[src/rtl/irq_notify_pkg.sv]
// Shared definitions for the channel event interrupt coalescer.
// Assumes a 2-bit event kind code, where code 3 is a null event.
package irq_notify_pkg;

    typedef enum logic [1:0] {
        EVK_TX_DONE = 2'd0,
        EVK_RX_DONE = 2'd1,
        EVK_ERROR   = 2'd2,
        EVK_NULL    = 2'd3
    } evt_kind_e;

    // True for kinds that must be reported to the host
    function automatic logic kind_reports(input logic [1:0] kind);
        return kind != EVK_NULL;
    endfunction

endpackage

[src/rtl/irq_evt_filter.sv]
// Event filter: screens incoming events by kind and channel enable, and
// suppresses duplicates through one pending bit per channel. It decides
// whether a channel is pushed into the list or whether the push overflows.
// Assumes evt_chan < NUM_CH and that pop_eff only pulses for a non-empty list.
module irq_evt_filter
    import irq_notify_pkg::*;
#(
    parameter int NUM_CH = 16,
    parameter int CH_W   = 4
) (
    input  logic              clk,
    input  logic              rst_n,
    input  logic              evt_valid,
    input  logic [CH_W-1:0]   evt_chan,
    input  logic [1:0]        evt_kind,
    input  logic [NUM_CH-1:0] ch_enable,
    input  logic              pop_eff,
    input  logic [CH_W-1:0]   pop_chan,
    input  logic              list_full,
    output logic              push,
    output logic [CH_W-1:0]   push_chan,
    output logic              ovf_hit,
    output logic [NUM_CH-1:0] pending
);

    logic [NUM_CH-1:0] pending_q;
    logic              hit, releasing, dup, fresh, room;

    // Classify the current event: accepted, duplicate, room in the list
    always_comb begin
        hit       = evt_valid && kind_reports(evt_kind) && ch_enable[evt_chan];
        releasing = pop_eff && (pop_chan == evt_chan);
        dup       = pending_q[evt_chan] && !releasing;
        fresh     = hit && !dup;
        room      = !list_full || pop_eff;
        push      = fresh && room;
        ovf_hit   = fresh && !room;
        push_chan = evt_chan;
    end

    // One pending bit per channel: set on push, cleared when popped
    for (genvar g = 0; g < NUM_CH; g++) begin : g_pend
        always_ff @(posedge clk) begin
            if (!rst_n)
                pending_q[g] <= 1'b0;
            else if (push && push_chan == CH_W'(g))
                pending_q[g] <= 1'b1;
            else if (pop_eff && pop_chan == CH_W'(g))
                pending_q[g] <= 1'b0;
        end
    end

    assign pending = pending_q;


    disabled_push_chk: assert property (@(posedge clk) disable iff (!rst_n)
        (evt_valid && !ch_enable[evt_chan]) |-> !push && !ovf_hit);

endmodule

[src/rtl/irq_chan_fifo.sv]
// Notification list: a FIFO of channel numbers with a sticky overflow flag.
// Assumes push never arrives when full without a pop in the same cycle
// (the filter converts that case into ovf_set), and pop only when non-empty.
module irq_chan_fifo #(
    parameter int DEPTH = 8,
    parameter int CH_W  = 4
) (
    input  logic                       clk,
    input  logic                       rst_n,
    input  logic                       push,
    input  logic [CH_W-1:0]            push_chan,
    input  logic                       pop,
    output logic [CH_W-1:0]            head_chan,
    output logic                       empty,
    output logic                       full,
    output logic [$clog2(DEPTH+1)-1:0] count,
    input  logic                       ovf_set,
    input  logic                       ovf_clr,
    output logic                       ovf
);

    localparam int PTR_W = (DEPTH > 1) ? $clog2(DEPTH) : 1;
    localparam int CNT_W = $clog2(DEPTH + 1);

    logic [CH_W-1:0]  mem_q [DEPTH];
    logic [PTR_W-1:0] wr_ptr_q, rd_ptr_q;
    logic [CNT_W-1:0] cnt_q;
    logic             ovf_q;

    // Advance a pointer with wrap at DEPTH
    function automatic logic [PTR_W-1:0] ptr_next(input logic [PTR_W-1:0] p);
        return (p == PTR_W'(DEPTH - 1)) ? '0 : p + 1'b1;
    endfunction

    // Storage write
    always_ff @(posedge clk) begin
        if (push)
            mem_q[wr_ptr_q] <= push_chan;
    end

    // Pointer and occupancy update
    always_ff @(posedge clk) begin
        if (!rst_n) begin
            wr_ptr_q <= '0;
            rd_ptr_q <= '0;
            cnt_q    <= '0;
        end else begin
            if (push) wr_ptr_q <= ptr_next(wr_ptr_q);
            if (pop)  rd_ptr_q <= ptr_next(rd_ptr_q);
            case ({push, pop})
                2'b10:   cnt_q <= cnt_q + 1'b1;
                2'b01:   cnt_q <= cnt_q - 1'b1;
                default: cnt_q <= cnt_q;
            endcase
        end
    end

    // Sticky overflow: set wins over clear
    always_ff @(posedge clk) begin
        if (!rst_n)
            ovf_q <= 1'b0;
        else if (ovf_set)
            ovf_q <= 1'b1;
        else if (ovf_clr)
            ovf_q <= 1'b0;
    end

    assign head_chan = mem_q[rd_ptr_q];
    assign count     = cnt_q;
    assign empty     = (cnt_q == '0);
    assign full      = (cnt_q == CNT_W'(DEPTH));
    assign ovf       = ovf_q;


    count_bound_chk: assert property (@(posedge clk) disable iff (!rst_n)
        cnt_q <= CNT_W'(DEPTH));


    full_push_chk: assert property (@(posedge clk) disable iff (!rst_n)
        (push && full) |-> pop);


    empty_pop_chk: assert property (@(posedge clk) disable iff (!rst_n)
        pop |-> !empty);


    ovf_sticky_chk: assert property (@(posedge clk) disable iff (!rst_n)
        $fell(ovf_q) |-> $past(ovf_clr));

endmodule

[src/rtl/irq_line_ctrl.sv]
// Interrupt line control: raises the line when armed and the list holds
// entries, then stays disarmed until the host re-arms. The line being
// high is the disarmed state. Assumes list_nonempty comes from a register.
module irq_line_ctrl (
    input  logic clk,
    input  logic rst_n,
    input  logic rearm,
    input  logic list_nonempty,
    output logic irq
);

    logic irq_q;

    // Raise on waiting entries, hold until re-arm
    always_ff @(posedge clk) begin
        if (!rst_n)
            irq_q <= 1'b0;
        else if (rearm)
            irq_q <= 1'b0;
        else if (list_nonempty)
            irq_q <= 1'b1;
    end

    assign irq = irq_q;


    irq_hold_chk: assert property (@(posedge clk) disable iff (!rst_n)
        $fell(irq_q) |-> $past(rearm));


    rearm_drop_chk: assert property (@(posedge clk) disable iff (!rst_n)
        rearm |=> !irq_q);


    irq_raise_chk: assert property (@(posedge clk) disable iff (!rst_n)
        (!rearm && list_nonempty) |=> irq_q);

endmodule

[src/rtl/irq_notify_mgr.sv]
// Channel event interrupt coalescer, top level. Connects the event filter,
// the notification list and the interrupt line, and registers the response
// to host pop reads. Assumes the host strobes are single-cycle pulses.
module irq_notify_mgr
    import irq_notify_pkg::*;
#(
    parameter int NUM_CH = 16,
    parameter int DEPTH  = 8,
    parameter int CH_W   = (NUM_CH > 1) ? $clog2(NUM_CH) : 1
) (
    input  logic              clk,
    input  logic              rst_n,
    input  logic              evt_valid,
    input  logic [CH_W-1:0]   evt_chan,
    input  logic [1:0]        evt_kind,
    input  logic [NUM_CH-1:0] ch_enable,
    input  logic              host_rearm,
    input  logic              host_pop,
    output logic              irq,
    output logic              ovf_flag,
    output logic [CH_W:0]     pop_data
);

    localparam int CNT_W = $clog2(DEPTH + 1);

    logic              push, ovf_hit, empty, full, pop_eff;
    logic [CH_W-1:0]   push_chan, head_chan;
    logic [CNT_W-1:0]  count;
    logic [NUM_CH-1:0] pending;
    logic [CH_W:0]     pop_data_q;

    assign pop_eff = host_pop && !empty;

    irq_evt_filter #(.NUM_CH(NUM_CH), .CH_W(CH_W)) filt_i (
        .clk(clk), .rst_n(rst_n),
        .evt_valid(evt_valid), .evt_chan(evt_chan), .evt_kind(evt_kind),
        .ch_enable(ch_enable), .pop_eff(pop_eff), .pop_chan(head_chan),
        .list_full(full), .push(push), .push_chan(push_chan),
        .ovf_hit(ovf_hit), .pending(pending)
    );

    irq_chan_fifo #(.DEPTH(DEPTH), .CH_W(CH_W)) list_i (
        .clk(clk), .rst_n(rst_n),
        .push(push), .push_chan(push_chan), .pop(pop_eff),
        .head_chan(head_chan), .empty(empty), .full(full), .count(count),
        .ovf_set(ovf_hit), .ovf_clr(host_rearm), .ovf(ovf_flag)
    );

    irq_line_ctrl line_i (
        .clk(clk), .rst_n(rst_n),
        .rearm(host_rearm), .list_nonempty(!empty), .irq(irq)
    );

    // Pop response register: {valid, channel}
    always_ff @(posedge clk) begin
        if (!rst_n)
            pop_data_q <= '0;
        else if (host_pop)
            pop_data_q <= {!empty, head_chan};
    end

    assign pop_data = pop_data_q;


    pending_match_chk: assert property (@(posedge clk) disable iff (!rst_n)
        $countones(pending) == int'(count));


    empty_resp_chk: assert property (@(posedge clk) disable iff (!rst_n)
        (host_pop && empty) |=> !pop_data[CH_W]);

endmodule

[config.mk]
export PLATFORM = sky130hd
export DESIGN_NAME = irq_notify_mgr
export DESIGN_NICKNAME = d
export VERILOG_FILES = /design/src/rtl/irq_notify_pkg.sv /design/src/rtl/irq_evt_filter.sv /design/src/rtl/irq_chan_fifo.sv /design/src/rtl/irq_line_ctrl.sv /design/src/rtl/irq_notify_mgr.sv
export SDC_FILE = /design/constraint.sdc
export NUM_CORES = 1
export LEC_CHECK = 0
export BUFFER_PORTS_ARGS = -buffer_cell sky130_fd_sc_hd__buf_4
export CORE_ASPECT_RATIO = 0.8
export CORE_MARGIN = 8
export CORE_UTILIZATION = 40
export CTS_CLUSTER_DIAMETER = 100
export CTS_CLUSTER_SIZE = 14
export DETAILED_ROUTE_END_ITERATION = 16
export PLACE_DENSITY_LB_ADDON = 0.15
export SKIP_LAST_GASP = 1
export SYNTH_ARGS = -nofsm -noshare
export SYNTH_HDL_FRONTEND = slang
export SYNTH_SLANG_ARGS = --single-unit
export TNS_END_PERCENT = 5
[constraint.sdc]
create_clock -name clk -period 3.8 [get_ports clk]
set_input_delay 0.76 -clock clk [delete_from_list [all_inputs] [get_ports clk]]
set_output_delay 0.76 -clock clk [all_outputs]
set_load 0.03 [all_outputs]
==> metrics.md <==
| Metric | Value |
|---|---|
| Peak fanout along the critical path | `13` |
| Synthesized instance count | `between 200 and 300` |
| Drt pass-1 iters | `4` |
| Setup violations, final | `0` |
| Placement Cell Area | `3700 um^2` |
| FF+latch count, synth | `68` |
| # nets final | `366` |
| Grt total ovfl | `0` |
| First-pass GRT wire length | `12.7 mm` |
| Fmax | `between 200 and 300 MHz` |
| Via count | `2,417` |
| Final Hold Fails | `0` |
| Root Buffer | `clkbuf_8` |
| Die Area | `11,400 um^2` |
| Cell taking the most area after synthesis | `edfxtp_1` |
| CTS tree | `done` |
| DRC | `0` |
| Fin worst setup slack | `0.415 ns` |
| Setup TNS | `0 ns` |
| Synth cell types | `51` |
| GRT Total Usage | `14.0%` |
| Outcome | `complete, no violations` |
| Post-CTS setup buffers | `0` |
| CTS H-tree depth | `3` |
| Non-Filler Instances | `between 400 and 500` |
| # hold bufs at CTS | `0` |
| Post-DP HPWL | `approximately 5.5 mm` |
| Port buffer count | `33` |
| # IOs | `34` |
| Cell depth of the worst min-delay path | `2` |
| Total wire length | `7.61 mm` |
| Dpl ws | `approximately 0.076 ns` |
| Final Instance Area | `3910 um^2` |
| Post-synth EDFFs | `32` |
| Maximum vdd drop | `0.000177 V` |
| R2r worst-path depth | `12` |
| Fin crit period | `roughly 3.4 ns` |
| Mux cell area share after synthesis | `14.7%` |
| Most common cell after layout, fill and taps aside | `buf_4` |
| Top FF cell, synth | `dfxtp_1` |
| Antenna viol nets, final | `0` |
| Final Skew | `between 0.009 and 0.01 ns` |
| Finished Core Util | `around 50%` |
| Final Slew Violations | `0` |
| Starting Density | `41.4%` |
| Total Power | `2.08 mW` |
| Lkg Pwr | `about 1.4 nW` |
| Crit. End Element | `flop` |
| Die Y | `97.1 um` |
| Layout cells sized above 1 | `between 20 and 30%` |
| Synth-to-Final Area Change | `18.7%` |
| Syn Area/Cell | `11.4 um^2` |
| Max cap viols | `0` |
| GPL Wtd Cong | `~0.84` |
| Post-DR vias/cell | `5.43` |
| Class of the worst hold path | `flop to flop` |
| Post-placement cell count | `429` |
| Vias in the first global route | `2,474` |
| Ys async rst share | `0%` |
| Simple-gate share of the synthesized area | `16.3%` |
| Synth Area in Compound Gates | `between 10% and 20%` |
| Mapped Area | `roughly 3300 um^2` |
| Area contributors post-synth | `edfxtp_1 (29%), dfxtp_1 (22%), mux4_2 (8.9%), mux2i_1 (5.8%), a21oi_1 (4.0%)` |
| Initial antenna violation count | `0` |
| Combinational family with the most area after synthesis | `simple AND/OR/NAND/NOR gates` |
| Worst-path clk slew | `~0.07 ns` |
| PD cells | `532 nW/um^2` |
| CP Class | `input pin to flop` |
| Startpoint Class | `input pin` |
| Largest net degree at the start of global routing | `32` |
| # fillers | `around 700` |
| RSZ-0062 raised after global routing | `no` |
| Post-synth top area share | `29.2%` |
| XOR/XNOR Fraction of Synth Area | `1.29%` |
| CTS Buffer Depth | `2` |
| Resized cells post-CTS | `0` |
| # diodes | `0` |
| Synth Area in Adders | `under 10%` |
| Die width | `between 100 and 150 um` |
| Measured slew at the worst slew-check pin | `approximately 1.0 ns` |
| Number of DRC markers in iteration 0 | `between 150 and 200` |
| Worst-skew pair later-pin latency | `~0.35 ns` |
| Seq/Total Area, Yosys | `slightly above 50%` |
| Required @ worst endpoint | `roughly 4.0 ns` |
| Tcrit/Tclk final | `89.1%` |
| Core Area | `7950 um^2` |
| Fin Hold WS | `0.478 ns` |
| Cell Rows | `29` |
| Most frequent cells in the layout | `buf_4 (47), dfxtp_1 (36), edfxtp_1 (32), a21oi_1 (26)` |
| Wirelength per Cell | `17.1 um` |
| Synth warn | `0` |
| Syn_nets | `324` |
| Relative max-transition margin | `32.3%` |
| # clock sinks | `~70` |
| Arr. time, crit path | `3.61 ns` |
| Inserted Clock Buffers | `9` |
[cell type report]
class,count,area [um^2],share of cell area [%]
Tap cell,108,135,3.46
Sequential cell,68,1680,43.0
Clock buffer,10,128,3.27
Multi-Input combinational cell,194,1490,38.0
Timing Repair Buffer,47,353,9.03
Inverter,12,45.0,1.15
Clock inverter,6,80.1,2.05
[cells in the mapped netlist, types with 3 or more instances]
master    number
dfxtp_1       36
edfxtp_1      32
a21oi_1       26
mux2i_1       19
o21ai_0       19
nand2_1       18
nand4_1       16
nor2_1        15
mux4_2        13
inv_1          9
clkbuf_1       8
nand3_1        7
buf_2          6
ha_1           6
nor3_1         6
and2_1         4
nor2b_1        4
nand2b_1       3
nor4_1         3
[sequential cells by signal (all words and copies together) (netlist names), named ones only]
signal / cells
list_i.rd_ptr_q: 3
list_i.ovf: 1
list_i.count: 4
filt_i.pending: 16
line_i.irq: 1
list_i.mem_q: 32
list_i.wr_ptr_q: 3
pop_data: 5
[final timing paths]
check / to / start / slack, ns
worst min register to register: filt_i.pending[8]$_SDFFE_PN0P_ / filt_i.pending[8]$_SDFFE_PN0P_ / 0.48
worst max register to register: list_i.count[3]$_SDFFE_PN0P_ / flop / 0.44
worst min-delay path: filt_i.pending[8]$_SDFFE_PN0P_ / filt_i.pending[8]$_SDFFE_PN0P_ / 0.48
worst max-delay path: list_i.count[3]$_SDFFE_PN0P_ / evt_chan[0] / 0.41
[worst max-delay path, stage by stage]
cell and delay (ns):
buf_4 0.22, mux4_2 0.54, mux4_2 0.49, and2_1 0.17, o31a_1 0.15, nor2_2 0.16
inv_2 0.08, ha_1 0.28, a21o_1 0.17, a21oi_1 0.28, nor4_1 0.09, nor2_1 0.14
o211ai_1 0.09
[report_power, final]
part	internal [mW]	switching, mW	total (mW)
Clock	0.364	0.268	0.632
Combinational	0.236	0.337	0.573
Sequential	0.823	0.0515	0.874
[per-layer routing]
metal  GRT usage [%]  vias up  part of all wire [%]
met5               0        -                     0
met2            20.7       59                    44
met1            18.7     1176                    48
li1                -     1173                     -
met4            4.78        0                   1.3
met3            4.36        9                   6.3
[kinds of logic (layout without fill, tap and decap cells)]
logic type,Yosys count,count (layout)
simple gates,95,95
flops,68,68
compound gates,56,56
mux,32,32
buf+inv,28,75
fa+ha+maj,7,7
xor+xnor,4,4
No activity file was read; power rests on OpenSTA's default activity.
